<file path="src/rtl/pwr_seq_pkg.sv">
`timescale 1ns/1ps
package pwr_seq_pkg;

    localparam int REG_AW    = 8;
    localparam int REG_DW    = 16;
    localparam int STEPS_ON  = 9;
    localparam int STEPS_OFF = 4;
    localparam int IDX_W     = $clog2(STEPS_ON);

    typedef enum logic [1:0] {
        DLY_NONE  = 2'd0,
        DLY_SHORT = 2'd1,
        DLY_LONG  = 2'd2
    } dly_e;

    typedef struct packed {
        logic [REG_AW-1:0] addr;
        logic [REG_DW-1:0] data;
        dly_e              dly;
    } step_t;

    typedef enum logic [2:0] {
        S_IDLE   = 3'd0,
        S_REQ    = 3'd1,
        S_DELAY  = 3'd2,
        S_ADV    = 3'd3,
        S_FINISH = 3'd4
    } st_e;

endpackage

</file>
<file path="src/rtl/pwr_seq_rom.sv">
`timescale 1ns/1ps
module pwr_seq_rom
    import pwr_seq_pkg::*;
(
    input  logic [IDX_W-1:0] idx,
    output step_t            step
);

    // The power-down list is the prefix 0..STEPS_OFF-1 of this table.
    always_comb begin
        step = '{addr: 8'h00, data: 16'h0000, dly: DLY_NONE};
        unique case (idx)
            IDX_W'(0): step = '{addr: 8'h10, data: 16'h0000, dly: DLY_SHORT};
            IDX_W'(1): step = '{addr: 8'h11, data: 16'h0000, dly: DLY_NONE};
            IDX_W'(2): step = '{addr: 8'h12, data: 16'h0000, dly: DLY_LONG};
            IDX_W'(3): step = '{addr: 8'h13, data: 16'h0000, dly: DLY_LONG};
            IDX_W'(4): step = '{addr: 8'h56, data: 16'h080F, dly: DLY_NONE};
            IDX_W'(5): step = '{addr: 8'h10, data: 16'h4240, dly: DLY_SHORT};
            IDX_W'(6): step = '{addr: 8'h11, data: 16'h0000, dly: DLY_NONE};
            IDX_W'(7): step = '{addr: 8'h12, data: 16'h0014, dly: DLY_LONG};
            IDX_W'(8): step = '{addr: 8'h13, data: 16'h1319, dly: DLY_LONG};
            default:   step = '{addr: 8'h00, data: 16'h0000, dly: DLY_NONE};
        endcase
    end

endmodule

</file>
<file path="src/rtl/pwr_seq_timer.sv">
`timescale 1ns/1ps
module pwr_seq_timer
    import pwr_seq_pkg::*;
#(
    parameter int CLK_HZ   = 100_000_000,
    parameter int SHORT_MS = 10,
    parameter int LONG_MS  = 40
) (
    input  logic clk,
    input  logic rst_n,
    input  logic load,
    input  dly_e sel,
    output logic expire
);

    // Rounded up so that every wait is at least its nominal length.
    localparam longint SHORT_CYC = (longint'(CLK_HZ) * SHORT_MS + 999) / 1000;
    localparam longint LONG_CYC  = (longint'(CLK_HZ) * LONG_MS + 999) / 1000;
    localparam longint MAX_CYC   = (LONG_CYC > SHORT_CYC) ? LONG_CYC : SHORT_CYC;
    localparam int     CNT_W     = $clog2(MAX_CYC + 1);

    logic [CNT_W-1:0] cnt_q;

    always_ff @(posedge clk or negedge rst_n) begin
        if (!rst_n) begin
            cnt_q <= '0;
        end else if (load) begin
            cnt_q <= (sel == DLY_LONG) ? CNT_W'(LONG_CYC) : CNT_W'(SHORT_CYC);
        end else if (cnt_q != '0) begin
            cnt_q <= cnt_q - 1'b1;
        end
    end

    assign expire = (cnt_q == CNT_W'(1));

    AST_TMR_EXPIRE_ONCE: assert property (@(posedge clk) disable iff (!rst_n)
        expire && !load |=> !expire);

    AST_TMR_NO_REARM: assert property (@(posedge clk) disable iff (!rst_n)
        (cnt_q == '0) && !load |=> (cnt_q == '0));

endmodule

</file>
<file path="src/rtl/pwr_seq_ctrl.sv">
`timescale 1ns/1ps
module pwr_seq_ctrl
    import pwr_seq_pkg::*;
#(
    parameter int CLK_HZ   = 100_000_000,
    parameter int SHORT_MS = 10,
    parameter int LONG_MS  = 40
) (
    input  logic              clk,
    input  logic              rst_n,
    input  logic              pwr_req,
    input  logic              wr_done,
    input  logic              wr_err,
    output logic              wr_valid,
    output logic [REG_AW-1:0] wr_addr,
    output logic [REG_DW-1:0] wr_data,
    output logic              busy,
    output logic              done,
    output logic              err,
    output logic              pwr_state
);

    localparam logic [IDX_W-1:0] LAST_ON  = IDX_W'(STEPS_ON - 1);
    localparam logic [IDX_W-1:0] LAST_OFF = IDX_W'(STEPS_OFF - 1);

    st_e              st_q, st_d;
    logic [IDX_W-1:0] idx_q;
    logic             dir_q;
    logic             err_acc_q;
    logic             state_q;
    step_t            step;
    logic             last_step;
    logic             tmr_load;
    logic             tmr_expire;

    pwr_seq_rom u_rom (
        .idx  (idx_q),
        .step (step)
    );

    pwr_seq_timer #(
        .CLK_HZ   (CLK_HZ),
        .SHORT_MS (SHORT_MS),
        .LONG_MS  (LONG_MS)
    ) u_timer (
        .clk    (clk),
        .rst_n  (rst_n),
        .load   (tmr_load),
        .sel    (step.dly),
        .expire (tmr_expire)
    );

    assign last_step = (idx_q == (dir_q ? LAST_ON : LAST_OFF));
    assign tmr_load  = (st_q == S_REQ) && wr_done && (step.dly != DLY_NONE);

    // Next-state logic
    always_comb begin
        st_d = st_q;
        unique case (st_q)
            S_IDLE:   if (pwr_req != state_q) st_d = S_REQ;
            S_REQ:    if (wr_done) st_d = (step.dly != DLY_NONE) ? S_DELAY : S_ADV;
            S_DELAY:  if (tmr_expire) st_d = S_ADV;
            S_ADV:    st_d = last_step ? S_FINISH : S_REQ;
            S_FINISH: st_d = S_IDLE;
            default:  st_d = S_IDLE;
        endcase
    end

    // State register
    always_ff @(posedge clk or negedge rst_n) begin
        if (!rst_n) st_q <= S_IDLE;
        else        st_q <= st_d;
    end

    // Sequence bookkeeping: direction, step index, error sum, stored state
    always_ff @(posedge clk or negedge rst_n) begin
        if (!rst_n) begin
            idx_q     <= '0;
            dir_q     <= 1'b0;
            err_acc_q <= 1'b0;
            state_q   <= 1'b0;
        end else begin
            unique case (st_q)
                S_IDLE: begin
                    if (pwr_req != state_q) begin
                        dir_q     <= pwr_req;
                        idx_q     <= '0;
                        err_acc_q <= 1'b0;
                    end
                end
                S_REQ: begin
                    if (wr_done) err_acc_q <= err_acc_q | wr_err;
                end
                S_ADV: begin
                    if (!last_step) idx_q <= idx_q + 1'b1;
                end
                S_FINISH: begin
                    if (!err_acc_q) state_q <= dir_q;
                end
                default: ;
            endcase
        end
    end

    // Outputs
    always_comb begin
        wr_valid  = (st_q == S_REQ);
        wr_addr   = step.addr;
        wr_data   = step.data;
        busy      = (st_q != S_IDLE);
        done      = (st_q == S_FINISH);
        err       = (st_q == S_FINISH) && err_acc_q;
        pwr_state = state_q;
    end

    AST_VALID_HOLD: assert property (@(posedge clk) disable iff (!rst_n)
        wr_valid && !wr_done |=> wr_valid && $stable(wr_addr) && $stable(wr_data));

    AST_VALID_GAP: assert property (@(posedge clk) disable iff (!rst_n)
        wr_valid && wr_done |=> !wr_valid);

    AST_ERR_WITH_DONE: assert property (@(posedge clk) disable iff (!rst_n)
        err |-> done);

    AST_STATE_ON_CLEAN_DONE: assert property (@(posedge clk) disable iff (!rst_n)
        !$stable(pwr_state) |-> $past(done) && !$past(err));

    AST_DIR_LATCHED: assert property (@(posedge clk) disable iff (!rst_n)
        busy && $past(busy) |-> $stable(dir_q));

    AST_DONE_PULSE: assert property (@(posedge clk) disable iff (!rst_n)
        done |=> !done);

    AST_IDLE_QUIET: assert property (@(posedge clk) disable iff (!rst_n)
        !busy |-> !wr_valid && !done);

endmodule

</file>
<file path="config.mk">
export PLATFORM = sky130hd
export DESIGN_NAME = pwr_seq_ctrl
export DESIGN_NICKNAME = d
export VERILOG_FILES = /design/src/rtl/pwr_seq_pkg.sv /design/src/rtl/pwr_seq_rom.sv /design/src/rtl/pwr_seq_timer.sv /design/src/rtl/pwr_seq_ctrl.sv
export SDC_FILE = /design/constraint.sdc
export NUM_CORES = 1
export LEC_CHECK = 0
export BUFFER_PORTS_ARGS = -buffer_cell sky130_fd_sc_hd__buf_2
export CORE_ASPECT_RATIO = 0.8
export CORE_UTILIZATION = 30
export DETAILED_ROUTE_END_ITERATION = 10
export GPL_TIMING_DRIVEN = 0
export PLACE_DENSITY = 0.51
export SLEW_MARGIN = 25
export SYNTH_ARGS = -nofsm -noshare
export SYNTH_HDL_FRONTEND = slang
export SYNTH_SLANG_ARGS = --single-unit
</file>
<file path="constraint.sdc">
create_clock -name clk -period 1.8 [get_ports clk]
set_input_delay 0.36 -clock clk [delete_from_list [all_inputs] [get_ports clk]]
set_output_delay 0.36 -clock clk [all_outputs]
set_load 0.01 [all_outputs]
</file>
==> impl_summary.md <==
Synth
The flip-flop cell with the highest count after synthesis is sky130_fd_sc_hd__dfrtp_1. Counting flops with a built-in enable in the synthesized netlist gives 0. The post-synthesis cell count is 238. The Yosys step of the flow raised 0 warnings. Summing the areas of all compound-gate instances in the mapped netlist gives 13.89% of the synthesized area. Among all cell types in the netlist, the one instantiated most often is sky130_fd_sc_hd__dfrtp_1. The post-synthesis cell type with the largest combined area is sky130_fd_sc_hd__dfrtp_1. In the synthesized netlist the async set-or-reset flop fraction comes to 100.0%. By area, the combinational part of the netlist is dominated by simple AND/OR/NAND/NOR gates. By count the netlist is led by 32 x sky130_fd_sc_hd__dfrtp_1, 25 x sky130_fd_sc_hd__nor2_1, 16 x sky130_fd_sc_hd__nand2_1. Ranked by total cell area, the synthesized netlist is headed by sky130_fd_sc_hd__dfrtp_1 37%, sky130_fd_sc_hd__xnor2_1 5.6%, sky130_fd_sc_hd__buf_4 4.8%. Averaged over all synthesized cells, the footprint is 9.121 µm². The fraction of the mapped netlist area in simple logic gates is 27.15%.

After Yosys synthesis, XOR and XNOR cells account for 6.859% of the synthesized area. In this run, synthesis produced a sequential element count of 32. The area share of the largest cell type after synthesis is 36.89%. In the synthesized netlist, mux cells make up 2.478% of the area. The mapped netlist covers 2171 µm². In this run, distinct cell masters in the synthesized netlist total 52. Of the total synthesized cell area, the portion taken by full adders, half adders and majority gates is 4.035%. The register area share after synthesis is 36.89%.

Run status
The final reports fail on setup timing. The flow ran to the end, but the final reports show violations.

Clock tree
The clock tree from TritonCTS is yes. The number of H-tree levels is 2. The cell at the root of the clock tree is sky130_fd_sc_hd__clkbuf_8. After clock tree synthesis, the clock-pin slew on the worst setup and hold paths is 0.07 ns. The TritonCTS buffer count is 5.

The number of clock sinks seen by CTS is 32. The number of buffers on the longest clock path is 2. For the worst-skew pair, the clock arrives at the later sink with an insertion delay of 0.28 ns.

Routing
The vias per cell is 5.016. Once detail routing completed, the nets flagged for antenna violations numbered 0. For this block, the routed nets add up to 5581 µm of wire. The iteration count of the initial detailed-routing pass is 4. The average wire per standard cell is 14.42 µm. The via count is 1941. The number of design rule violations left after detail routing is 0. The initial DRC count is 107.

Floorplanning
The overall die area is 7582 µm². The height of the chip is 78.09 µm. The die span in x is 97.11 µm. The core region is 6925 µm². After floorplanning, the core was divided into 27 placement rows. For this configuration, the core starts out at a cell density of 31.35%. 34 I/O pins were placed.

Timing
In the post-route analysis, the smallest setup slack over all paths is -0.04856 ns. Setup repair after global routing could not meet its margin everywhere. The minimum clock period after layout is 1.849 ns. Between clock sinks in the finished design, the worst skew comes to 0.008180 ns. The transition time at the pin with the least slew margin is 0.7831 ns.

The hold violation total from the final report was 0. After layout, the worst path uses 102.7% of the clock period. The normalized max-slew margin is 47.79%. The number of pins with negative max-slew slack in the final report was 0.

Derived from the worst setup path, the maximum achievable clock frequency is 0.5410 GHz. Setup violations remaining at the end of the flow were counted as 5.

Global routing
The initial antenna violation count is 0. After global routing the overflow that remains totals 0. Entering global routing, the biggest net connects 33 pins. The via count of the first global-routing pass is 1778. For this run, the total global-route usage over all layers was measured as 14.61%. The first-pass GRT wire length is 8928 µm.

Final layout
The final design utilization is 43.41%. The total number of nets in the final design is 311. The area growth from synthesis to layout is 38.50%. The layout cell share with drive strength beyond 1 is 44.33%. The final instance area is 3007 µm².

The repair_antennas step left the layout with diodes totalling 0.

Pwr
Dividing total power by cell area gives a power density of 1433 nW/µm². IR analysis of the VDD net gives a maximum drop of 0.6993 mV. The leakage power of the design is 1.292 nW.

Setup path
The kind of capture point of the worst setup path is a primary output. STA puts the critical path data required time at 1.44 ns. For the worst setup path, the data arrival time is 1.49 ns.

The startpoint type of the worst setup path is a flip-flop. Along the worst path, the maximum fanout reaches 5. The setup path with the least slack is of type reg2out.

Placed design
The placed instances occupy a cell area of 2431 µm². The wire-length estimate of the detail-placed layout is 3414 µm. Input and output buffers added on the ports amount to 25. Routability-driven placement finished with a final weighted congestion of 0.7985.

Job
The tool flagged a number of max-cap violations equal to 0.

Min path
The path category of the worst min-delay check is in2async.
==> worst max-delay path: stages (launching register included) <==
cell and delay (ns):
sky130_fd_sc_hd__dfrtp_1 0.40, sky130_fd_sc_hd__inv_2 0.12, sky130_fd_sc_hd__ha_4 0.18, sky130_fd_sc_hd__nand3b_1 0.14
sky130_fd_sc_hd__inv_2 0.10, sky130_fd_sc_hd__buf_6 0.10, sky130_fd_sc_hd__buf_6 0.08, sky130_fd_sc_hd__buf_6 0.08
==> registers in the layout, indices dropped and copies added (netlist names) <==
signal         flops
dir_q              1
err_acc_q          1
idx_q              4
pwr_state          1
st_q               3
u_timer.cnt_q     22
==> stage by stage <==
step	hold slack, ns	cells	worst slack [ns]	TNS [ns]	total power, mW
floorplan	0.06441	245	0.01200	0	2.564
global route	0.2097	387	-0.1207	-1.429	4.648
global placement	0.4839	357	-0.5521	-7.999	3.021
detailed placement	0.4865	357	-0.4931	-7.252	3.022
finish	0.1517	387	-0.04856	-0.1170	4.308
CTS	0.1740	382	-0.03559	-0.1761	3.987
==> placed cells by master, fill, tap and decap left out, types with 4 or more instances in the layout <==
cell	n
sky130_fd_sc_hd__conb_1	8
sky130_fd_sc_hd__nand2b_1	4
sky130_fd_sc_hd__nand3_1	5
sky130_fd_sc_hd__inv_1	6
sky130_fd_sc_hd__buf_6	11
sky130_fd_sc_hd__nor4_1	5
sky130_fd_sc_hd__nand2_1	12
sky130_fd_sc_hd__buf_2	22
sky130_fd_sc_hd__nor3_1	4
sky130_fd_sc_hd__xnor2_1	13
sky130_fd_sc_hd__nand2_2	4
sky130_fd_sc_hd__clkbuf_8	7
sky130_fd_sc_hd__nand4_1	6
sky130_fd_sc_hd__inv_2	4
sky130_fd_sc_hd__o21ai_0	10
sky130_fd_sc_hd__buf_4	28
sky130_fd_sc_hd__dfrtp_1	29
sky130_fd_sc_hd__a21oi_1	10
sky130_fd_sc_hd__nor2_1	22
==> where the power goes <==
group / total (mW) / switching (mW) / internal [mW] / leakage (nW)
combinational: 2.38 / 1.24 / 1.14 / 0.857
clock: 0.585 / 0.273 / 0.312 / 0.0455
sequential: 1.34 / 0.354 / 0.989 / 0.389
total: 4.31 / 1.87 / 2.44 / 1.29
==> cell families after synthesis <==
kind of cell	after synthesis
AO/OA/AOI/OAI	46
buffers and inverters	30
other	1
XOR/XNOR	17
adder cells (fa/ha/maj)	7
multiplexers	5
AND/OR/NAND/NOR	100
flip-flops	32
==> what timing repair did <==
| item | in CTS | in global routing |
|---|---|---|
| buffers inserted | 16 | 6 |
| pin swaps | 10 | 13 |
| hold endpoints to repair | 0 | 0 |
| setup endpoints to repair | 39 | 38 |
| hold buffers | 0 | 0 |
| cloned | 1 | 1 |
| gates resized for setup | 39 | 48 |
==> area by class of cell <==
type | instances | area [µm²]
fillers | 682 | 3919
multi-input cells | 184 | 1448
flip-flops and latches | 32 | 804.5
repair buffers | 47 | 352.8
plain buffers | 19 | 165.2
well taps | 87 | 108.9
clock buffers | 8 | 90.09
inverters | 10 | 37.54
==> metal layers <==
layer  share of wire, %  vias to the layer above  global-route usage [%]  routed length (µm)
met5                  0                        -                       0                   0
met3                3.5                        4                   3.206                 198
met4               0.45                        0                   2.687                  25
met1                 48                      949                   20.27                2698
li1                   -                      954                       -                   -
met2                 48                       34                   23.59                2658
==> worst paths after layout <==
| kind | startpoint | endpoint | slack (ns) | cells past startpoint |
|---|---|---|---|---|
| setup reg to reg | u_timer.cnt_q[18] | u_timer.cnt_q[3] | -0.01 | 7 |
| min in group clk | wr_err | err_acc_q | 0.36 | 3 |
| hold reg to reg | pwr_state | dir_q | 0.53 | 1 |
| setup / recovery | idx_q[1] | wr_data[12] | -0.05 | 7 |
| hold / removal | rst_n | u_timer.cnt_q[9] | 0.15 | 1 |
| max in group asynchronous | rst_n | u_timer.cnt_q[16] | 1.10 | 1 |
Note: power is estimated with default switching activity, not from simulation.
